--- config.mk ---
export PLATFORM = sky130hd
export DESIGN_NAME = fp_add_pipe
export DESIGN_NICKNAME = d
export VERILOG_FILES = /design/src/rtl/fp_add_pkg.sv /design/src/rtl/fp_add_ctrl.sv /design/src/rtl/fp_add_norm.sv /design/src/rtl/fp_add_dp.sv /design/src/rtl/fp_add_pipe.sv
export SDC_FILE = /design/constraint.sdc
export NUM_CORES = 1
export LEC_CHECK = 0
export ABC_AREA = 1
export BUFFER_PORTS_ARGS = -buffer_cell sky130_fd_sc_hd__buf_2
export CORE_MARGIN = 5
export CORE_UTILIZATION = 55
export DETAILED_ROUTE_END_ITERATION = 10
export PLACE_DENSITY = 0.8
export SLEW_MARGIN = 0
export SYNTH_ARGS = -nofsm -noshare
export SYNTH_HDL_FRONTEND = slang
export SYNTH_SLANG_ARGS = --single-unit
--- constraint.sdc ---
create_clock -name clk -period 4.4 [get_ports clk]
set_input_delay 0.88 -clock clk [delete_from_list [all_inputs] [get_ports clk]]
set_output_delay 0.88 -clock clk [all_outputs]
set_load 0.02 [all_outputs]
--- src/rtl/fp_add_pkg.sv ---
package fp_add_pkg;
  localparam int MANT_W = 16;
  localparam int EXP_W  = 8;
  localparam int SH_W   = $clog2(MANT_W) + 1;
  localparam int SUM_W  = MANT_W + 1;
  localparam int LAT    = 4;

  typedef struct packed {
    logic ld1;
    logic ld2;
    logic ld3;
    logic ld4;
  } fpaStrobes_t;

  function automatic logic [MANT_W-1:0] alignMant(input logic [MANT_W-1:0] m,
                                                  input logic [SH_W-1:0] sh);
    logic [MANT_W-1:0] r;
    if (sh >= SH_W'(MANT_W)) r = '0;
    else r = $signed(m) >>> sh;
    return r;
  endfunction
endpackage

--- src/rtl/fp_add_ctrl.sv ---
module fp_add_ctrl
  import fp_add_pkg::*;
(
  input  logic        clk,
  input  logic        rstN,
  input  logic        validIn,
  output fpaStrobes_t strb,
  output logic        validOut
);
  logic [LAT-1:0] validPipe;
  logic [2:0]     sinceRst;

  always_ff @(posedge clk or negedge rstN) begin
    if (!rstN) validPipe <= '0;
    else       validPipe <= {validPipe[LAT-2:0], validIn};
  end

  always_comb begin
    strb.ld1 = validIn;
    strb.ld2 = validPipe[0];
    strb.ld3 = validPipe[1];
    strb.ld4 = validPipe[2];
  end

  assign validOut = validPipe[LAT-1];

  always_ff @(posedge clk or negedge rstN) begin
    if (!rstN) sinceRst <= '0;
    else if (sinceRst != 3'd7) sinceRst <= sinceRst + 3'd1;
  end

  // output valid follows input valid by the pipe depth
  a_r2_latency: assert property (@(posedge clk) disable iff (!rstN)
    (sinceRst >= 3'(LAT)) |-> (validOut == $past(validIn, 4)));

  // nothing valid leaves the pipe in the first cycles after reset
  a_r1_quiet_after_reset: assert property (@(posedge clk) disable iff (!rstN)
    (sinceRst < 3'(LAT)) |-> !validOut);
endmodule

--- src/rtl/fp_add_norm.sv ---
module fp_add_norm
  import fp_add_pkg::*;
(
  input  logic [SUM_W-1:0]  sumIn,
  input  logic [EXP_W-1:0]  expIn,
  output logic [MANT_W-1:0] mantNorm,
  output logic [EXP_W-1:0]  expNorm
);
  logic [MANT_W-1:0] low;
  logic [MANT_W-2:0] redundant;
  logic [SH_W-1:0]   leadCnt;
  logic [SH_W-1:0]   shiftAmt;
  logic              carry;
  logic              isZero;

  assign low       = sumIn[MANT_W-1:0];
  assign carry     = sumIn[SUM_W-1] != sumIn[SUM_W-2];
  assign isZero    = (sumIn == '0);
  assign redundant = low[MANT_W-2:0] ^ {(MANT_W-1){low[MANT_W-1]}};

  always_comb begin
    leadCnt = SH_W'(MANT_W - 1);
    for (int i = 0; i < MANT_W - 1; i++) begin
      if (redundant[i]) leadCnt = SH_W'(MANT_W - 2 - i);
    end
  end

  always_comb begin
    if ({{(EXP_W-SH_W){1'b0}}, leadCnt} > expIn) shiftAmt = expIn[SH_W-1:0];
    else                                          shiftAmt = leadCnt;
  end

  always_comb begin
    if (isZero) begin
      mantNorm = '0;
      expNorm  = '0;
    end else if (carry) begin
      mantNorm = sumIn[SUM_W-1:1];
      expNorm  = expIn + EXP_W'(1);
    end else begin
      mantNorm = low << shiftAmt;
      expNorm  = expIn - EXP_W'(shiftAmt);
    end
  end
endmodule

--- src/rtl/fp_add_dp.sv ---
module fp_add_dp
  import fp_add_pkg::*;
(
  input  logic              clk,
  input  logic              rstN,
  input  fpaStrobes_t       strb,
  input  logic              validOut,
  input  logic              subIn,
  input  logic [MANT_W-1:0] mantA,
  input  logic [EXP_W-1:0]  expA,
  input  logic [MANT_W-1:0] mantB,
  input  logic [EXP_W-1:0]  expB,
  output logic [MANT_W-1:0] mantOut,
  output logic [EXP_W-1:0]  expOut
);
  // segment 1: exponent compare
  logic              aGe;
  logic [EXP_W-1:0]  magDiff;
  logic [SH_W-1:0]   shSat;
  logic [MANT_W-1:0] s1MantA, s1MantB;
  logic [SH_W-1:0]   s1ShA, s1ShB;
  logic [EXP_W-1:0]  s1Exp;
  logic              s1Sub;

  assign aGe     = expA >= expB;
  assign magDiff = aGe ? (expA - expB) : (expB - expA);
  assign shSat   = (magDiff >= EXP_W'(MANT_W)) ? SH_W'(MANT_W) : magDiff[SH_W-1:0];

  always_ff @(posedge clk or negedge rstN) begin
    if (!rstN) begin
      s1MantA <= '0; s1MantB <= '0; s1ShA <= '0; s1ShB <= '0;
      s1Exp   <= '0; s1Sub   <= 1'b0;
    end else if (strb.ld1) begin
      s1MantA <= mantA;
      s1MantB <= mantB;
      s1ShA   <= aGe ? '0 : shSat;
      s1ShB   <= aGe ? shSat : '0;
      s1Exp   <= aGe ? expA : expB;
      s1Sub   <= subIn;
    end
  end

  // segment 2: mantissa alignment
  logic [MANT_W-1:0] s2MantA, s2MantB;
  logic [EXP_W-1:0]  s2Exp;
  logic              s2Sub;

  always_ff @(posedge clk or negedge rstN) begin
    if (!rstN) begin
      s2MantA <= '0; s2MantB <= '0; s2Exp <= '0; s2Sub <= 1'b0;
    end else if (strb.ld2) begin
      s2MantA <= alignMant(s1MantA, s1ShA);
      s2MantB <= alignMant(s1MantB, s1ShB);
      s2Exp   <= s1Exp;
      s2Sub   <= s1Sub;
    end
  end

  // segment 3: add or subtract
  logic [SUM_W-1:0] extA, extB;
  logic [SUM_W-1:0] s3Sum;
  logic [EXP_W-1:0] s3Exp;

  assign extA = {s2MantA[MANT_W-1], s2MantA};
  assign extB = {s2MantB[MANT_W-1], s2MantB};

  always_ff @(posedge clk or negedge rstN) begin
    if (!rstN) begin
      s3Sum <= '0; s3Exp <= '0;
    end else if (strb.ld3) begin
      s3Sum <= s2Sub ? (extA - extB) : (extA + extB);
      s3Exp <= s2Exp;
    end
  end

  // segment 4: normalization
  logic [MANT_W-1:0] normMant;
  logic [EXP_W-1:0]  normExp;

  fp_add_norm uNorm (
    .sumIn   (s3Sum),
    .expIn   (s3Exp),
    .mantNorm(normMant),
    .expNorm (normExp)
  );

  always_ff @(posedge clk or negedge rstN) begin
    if (!rstN) begin
      mantOut <= '0; expOut <= '0;
    end else if (strb.ld4) begin
      mantOut <= normMant;
      expOut  <= normExp;
    end
  end

  // a carry out of the sum bumps the exponent by one
  a_r6_carry_bumps_exp: assert property (@(posedge clk) disable iff (!rstN)
    (strb.ld4 && (s3Sum[SUM_W-1] != s3Sum[SUM_W-2]))
      |=> (expOut == EXP_W'($past(s3Exp) + 1'b1)));

  // without a carry the exponent never grows
  a_r7_exp_not_up: assert property (@(posedge clk) disable iff (!rstN)
    (strb.ld4 && (s3Sum[SUM_W-1] == s3Sum[SUM_W-2]))
      |=> (expOut <= $past(s3Exp)));

  // an unnormalized result only appears at exponent zero
  a_r7_normalized: assert property (@(posedge clk) disable iff (!rstN)
    (validOut && (mantOut[MANT_W-1] == mantOut[MANT_W-2])) |-> (expOut == '0));

  // zero mantissa carries zero exponent
  a_r8_zero_exp: assert property (@(posedge clk) disable iff (!rstN)
    (validOut && (mantOut == '0)) |-> (expOut == '0));
endmodule

--- src/rtl/fp_add_pipe.sv ---
module fp_add_pipe
  import fp_add_pkg::*;
(
  input  logic              clk,
  input  logic              rstN,
  input  logic              validIn,
  input  logic              subIn,
  input  logic [MANT_W-1:0] mantA,
  input  logic [EXP_W-1:0]  expA,
  input  logic [MANT_W-1:0] mantB,
  input  logic [EXP_W-1:0]  expB,
  output logic              validOut,
  output logic [MANT_W-1:0] mantOut,
  output logic [EXP_W-1:0]  expOut
);
  fpaStrobes_t strb;

  fp_add_ctrl uCtrl (
    .clk     (clk),
    .rstN    (rstN),
    .validIn (validIn),
    .strb    (strb),
    .validOut(validOut)
  );

  fp_add_dp uDp (
    .clk     (clk),
    .rstN    (rstN),
    .strb    (strb),
    .validOut(validOut),
    .subIn   (subIn),
    .mantA   (mantA),
    .expA    (expA),
    .mantB   (mantB),
    .expB    (expB),
    .mantOut (mantOut),
    .expOut  (expOut)
  );
endmodule

### Word-level counts from Yosys, hierarchy flattened

Cells that the tools add are included.

* memories: 0
* bits of input ports: 52
* memory bits (writable): 0
* memory bits (read-only): 0
* output and inout bits: 25
* latch bits: 0
* register bits: 145

* shift-type cells: 3
* order comparisons: 5
* equality and inequality tests: 1
* mux-type cells: 28
* add/subtract/negate cells: 6
* bitwise gates (word level): 1
* $mul: 0
* div/mod/pow operators: 0
* reductions and logical operators: 1

Operators with widths (number)
* two-way mux 5 bit: 18
* two-way mux 16 bit: 4
* two-way mux 8 bit: 4
* >>> shifter 16 x 5 -> 16 bit: 2
* adder 16 x 16 -> 17 bit: 1
* logical NOT 17 bit: 1
* two-way mux 17 bit: 1
* subtractor 16 x 16 -> 17 bit: 1
* << shifter 16 x 5 -> 16 bit: 1
* subtractor 8 bit: 2
* bitwise XOR 15 bit: 1
* >= comparator 5 bit, second input constant: 2
* adder 8 x 1 -> 8 bit, second input constant: 1
* >= comparator 8 x 5 -> 1 bit, second input constant: 1
* >= comparator 8 bit: 1
* > comparator 5 x 8 -> 1 bit: 1
* subtractor 8 x 5 -> 8 bit: 1
* two-way mux 1 bit: 1
* != test 1 bit: 1

### Longest topological paths before layout

* depth after elaboration: 21
* mapped depth: 45
* depth with buffers taken out: 43

### Cells and area by module

A second synthesis with hierarchy kept.

* cells, all modules: 1471
* area, all modules: 10358.7 sq um

By module, submodules not included
* fp_add_dp: times used 1, cells each 1113, area an instance 8423.1 sq um
* fp_add_norm: times used 1, cells each 353, area an instance 1828.0 sq um
* fp_add_ctrl: times used 1, cells each 5, area an instance 107.6 sq um

### Worst setup path after synthesis

Ideal clock, no wire load.

* path type: register to register
* start point: reg uDp.s3Sum[15]
* end point: reg uDp.expOut[7]
* library setup time: 0.121 ns
* stages on the path, launching flop included: 44
* path buffers: 2
* data arrival time: 4.706 ns
* setup slack: -0.427 ns
* required time: 4.279 ns
* path through: dfrtp_1 buf_6 inv_4 nand2_1 nand2_1 nand3_1 nand2_1 nand2_1 nand2_1 nand2_1 nand2_1 nand2_1 nand2_1 nand2_1 nand2_1 nand2_1 nand2_2 nand2_1 [8 not listed] inv_1 o21ai_0 a21oi_1 ha_1 a21oi_1 inv_1 a31oi_1 nor2_1 nor2_1 inv_1 a21oi_1 nor2_1 nor2_1 nor2_1 nor2_1 xor2_1 xnor2_1 a22o_1

* cells in the longest elaborated chain, start to end: 21

RTL lines
* start: declaration: RTL line fp_add_dp.sv:61 `logic [SUM_W-1:0] s3Sum;`
* start signal: assignment: RTL line fp_add_dp.sv:71 `s3Sum <= s2Sub ? (extA - extB) : (extA + extB);`
* bitwise XOR 15 bit: RTL line fp_add_norm.sv:19 `assign redundant = low[MANT_W-2:0] ^ {(MANT_W-1){low[MANT_W-1]}};`
* two-way mux 1 bit: RTL line fp_add_norm.sv:24 `if (redundant[i]) leadCnt = SH_W'(MANT_W - 2 - i);`
* two-way mux 5 bit (14 in a row): RTL line fp_add_norm.sv:24
* > comparator 5 x 8 -> 1 bit: RTL line fp_add_norm.sv:29 `if ({{(EXP_W-SH_W){1'b0}}, leadCnt} > expIn) shiftAmt = expIn[SH_W-1:0];`
* two-way mux 5 bit: RTL line fp_add_norm.sv:29
* subtractor 8 x 5 -> 8 bit: RTL line fp_add_norm.sv:42 `expNorm = expIn - EXP_W'(shiftAmt);`
* two-way mux 8 bit: RTL line fp_add_norm.sv:37 `end else if (carry) begin`
* two-way mux 8 bit *: RTL line fp_add_norm.sv:34 `if (isZero) begin`
* end signal: assignment: RTL line fp_add_dp.sv:92 `expOut <= normExp;`
* end: declaration: RTL line fp_add_dp.sv:14 `output logic [EXP_W-1:0] expOut`

Every way passes the cells marked *; elsewhere a longest branch is shown, timed or not.
A chain may end at the register's enable or synchronous reset.

### Worst setup path after layout

Same ends and word-level chain as after synthesis.

==> impl_metrics.json <==
{
  "synth_edf_count": 0,
  "cts_max_level": 4,
  "yosys-top-cells-count": "345 x nand2_1, 178 x o21ai_0, 145 x dfrtp_1",
  "hold_viol": 0,
  "layout-drive-gt1-share_pct": 15.8,
  "grt_use_met2_pct": 39.8,
  "cp.depth": 41,
  "end_kind": "flip-flop",
  "tightest_slew_ps": 900,
  "finClkSkew_ps": 9.69,
  "pin_count": 77,
  "status": "finished with violations",
  "cap_violations": 0,
  "initial_core_util_pct": 56.0,
  "synth_largest_area_cell": "dfrtp_1",
  "dr.pass1.iters": 7,
  "hold_path.class": "flip-flop to flip-flop",
  "cpMostUsedCell": "nand2_1",
  "netlist.area_leader.share_pct": 37.4,
  "grtUsageTotal_pct": 24.5,
  "synth_nets": 1410,
  "place_congestion": 1.02,
  "antenna_found_initial": 0,
  "dieArea_um2": 20400,
  "place_area_um2": 10500,
  "cts_buffers": 17,
  "fp.dieW_um": 143,
  "rsz0062_at_grt": "yes",
  "cp.required_ps": 4710,
  "synth_seq_cells": 145,
  "dp_hpwl_mm": 18.1,
  "grt-busiest-layer": "met2",
  "layout_setup_ws_ps": -277,
  "ant_nets": 0,
  "r2r-end": "uDp.expOut[7]",
  "cts_buffer_depth": 2,
  "viasPerCell": 5.63,
  "critPathTopFamily": "simple AND/OR/NAND/NOR gates",
  "use_met1_pct": 33.8,
  "crit_end": "uDp.expOut[7]",
  "leakage_nw": 5.70,
  "critPathArrivalTime_ps": 4990,
  "routedWlPerCell_um": 15.4,
  "cts_sinks": 145,
  "rows": 48,
  "ys_warn_count": 0,
  "start_kind": "flip-flop",
  "r2r-start": "uDp.s3Sum[15]",
  "clkTransAtPathRegs_ps": 60,
  "synthesis.area_um2": 9690,
  "ys_types": 51,
  "synth_most_common_cell": "nand2_1",
  "cp_num_buf_inv": 5,
  "ir_drop_v": 0.000531,
  "area_growth_pct": 17.1,
  "tritoncts": "built",
  "finalCritPeriodShare_pct": 106,
  "grt_pass1_wl_mm": 41.2,
  "cp-startpoint": "uDp.s3Sum[15]",
  "drc_errors": 0,
  "gr-total-overflow": 0,
  "critPathKind": "flip-flop to flip-flop",
  "setup_viol": 1,
  "fin_cells": 1644,
  "r2r_slack_ps": -280,
  "r2r_cells": 41,
  "fin_tns_setup_ps": -277,
  "grt_use_met3_pct": 3.52,
  "fill_cells": 1402,
  "clock_latency_ps": 430,
  "fmax_ghz": 0.214,
  "worst-path-max-fanout": 6,
  "final_area_um2": 11300,
  "fp.coreArea_um2": 17300,
  "finalCriticalPeriod_ps": 4680,
  "vias": 9261,
  "dp.cells": 1602,
  "maxSlewHeadroom_pct": 39.9,
  "fp.dieH_um": 143,
  "slew_violations": 0,
  "slowest_stage": "dfrtp_1",
  "power_density_nw_per_um2": 807,
  "dominantRegCellSynth": "dfrtp_1",
  "insertedDiodeCount": 0,
  "finish.utilization_pct": 65.6,
  "nNetsFinal": 1507,
  "routed_wl_mm": 25.4,
  "portBuffers": 76,
  "syn_area_per_cell_um2": 7.40,
  "cp_slowest_stage_delay_ps": 400,
  "drtIter0Drc": 704,
  "ys_seq_area_share_pct": 37.4,
  "yosys-top-cells-area": "dfrtp_1 37%, nand2_1 13%, o21ai_0 9.2%",
  "cts-root-buf": "clkbuf_16",
  "synth-async-reset-ratio_pct": 100,
  "synthCells": 1309,
  "grt_pass1_vias": 8668,
  "violations": "negative setup slack",
  "grt_max_degree": 97
}
## power by group
group | switching [mW] | total (mW) | internal [mW]
Clock | 0.613 | 1.47 | 0.856
Combinational | 3.46 | 5.78 | 2.32
Sequential | 0.255 | 1.92 | 1.66
Total | 4.32 | 9.16 | 4.84
## cells by family (layout without fill, tap and decap cells)
family                     after synthesis  after routing  share of synthesized area, %
AOI/OAI and AO/OA                      324            324                          19.0
xor gates and xnor gates                45             45                          4.07
adders and majority gates               49             49                          6.64
buffers and inverters                  208            318                          8.65
DFF                                    145            145                          37.4
muxes                                   15             15                          1.55
and+or+nand+nor                        523            523                          22.7
## through the flow
step	hold slack, ps	setup slack (ps)	total power, mW
after floorplan	352	-179	5.49
after global placement	413	-51.3	6.86
after detailed placement	408	-279	6.95
after CTS	425	-191	8.54
after global routing	441	-697	9.81
final	433	-277	9.16
## sequential cells by signal (all words and copies together), names as in the netlist
register	count
uCtrl.validPipe	4
uDp.s1ShA	5
uDp.s1Exp	8
uDp.expOut	8
uDp.s2Sub	1
uDp.s2Exp	8
uDp.s1MantA	16
uDp.s1Sub	1
uDp.s1MantB	16
uDp.s3Exp	8
uDp.s2MantB	16
uDp.mantOut	16
uDp.s1ShB	5
uDp.s2MantA	16
uDp.s3Sum	17
## worst min path at each step
stage,startpoint,end,slack [ps],cells after the start
detailed placement,uCtrl.validPipe[2],uCtrl.validPipe[3],410,0
global route,uCtrl.validPipe[2],uCtrl.validPipe[3],440,0
CTS,uCtrl.validPipe[2],uCtrl.validPipe[3],430,0
finish,uCtrl.validPipe[2],uCtrl.validPipe[3],430,0
global placement,uCtrl.validPipe[2],uCtrl.validPipe[3],410,0
floorplan,uCtrl.validPipe[1],uCtrl.validPipe[2],350,0
## cell type report
class	instances	area (um2)	area share [%]
multi-input cells	956	5400	47.6
flip-flops and latches	145	3630	32.0
repair buffers	136	868	7.65
inverters	150	566	4.98
clock buffers	18	429	3.78
well taps	225	282	2.48
clock inverters	14	169	1.49
## repair_timing
action	in CTS	in global routing
setup buffers	3	7
hold buffers	0	0
setup endpoints to repair	1	4
resized for setup	5	47
pin swaps	5	19
## routing by layer
layer | share of wire, % | vias to the layer above | routed length, um
li1 | - | 4555 | -
met1 | 43 | 4297 | 11000
met2 | 48 | 344 | 12100
met3 | 6.3 | 65 | 1600
met4 | 2.9 | 0 | 738
met5 | 0 | - | 0
## layout by cell type (no fill, tap or decap), types with 5 or more instances in the layout
| cell | instances |
|---|---|
| ha_1 | 44 |
| o22ai_1 | 7 |
| o21ai_1 | 23 |
| a22o_1 | 11 |
| buf_2 | 75 |
| xnor2_2 | 5 |
| o211ai_1 | 11 |
| nand4_1 | 8 |
| nand3_1 | 85 |
| a21oi_1 | 54 |
| clkbuf_16 | 17 |
| inv_2 | 6 |
| a21oi_2 | 6 |
| nand2_1 | 339 |
| o21ai_2 | 6 |
| mux2i_1 | 15 |
| inv_6 | 6 |
| nor3_1 | 9 |
| o21ai_0 | 170 |
| buf_4 | 54 |
| buf_6 | 6 |
| o221ai_1 | 12 |
| nand2_2 | 8 |
| inv_1 | 139 |
| nor2_1 | 48 |
| dfrtp_1 | 145 |
| xnor2_1 | 13 |
| nand3_2 | 7 |
| xor2_1 | 27 |
(Power assumes the default switching activity.)
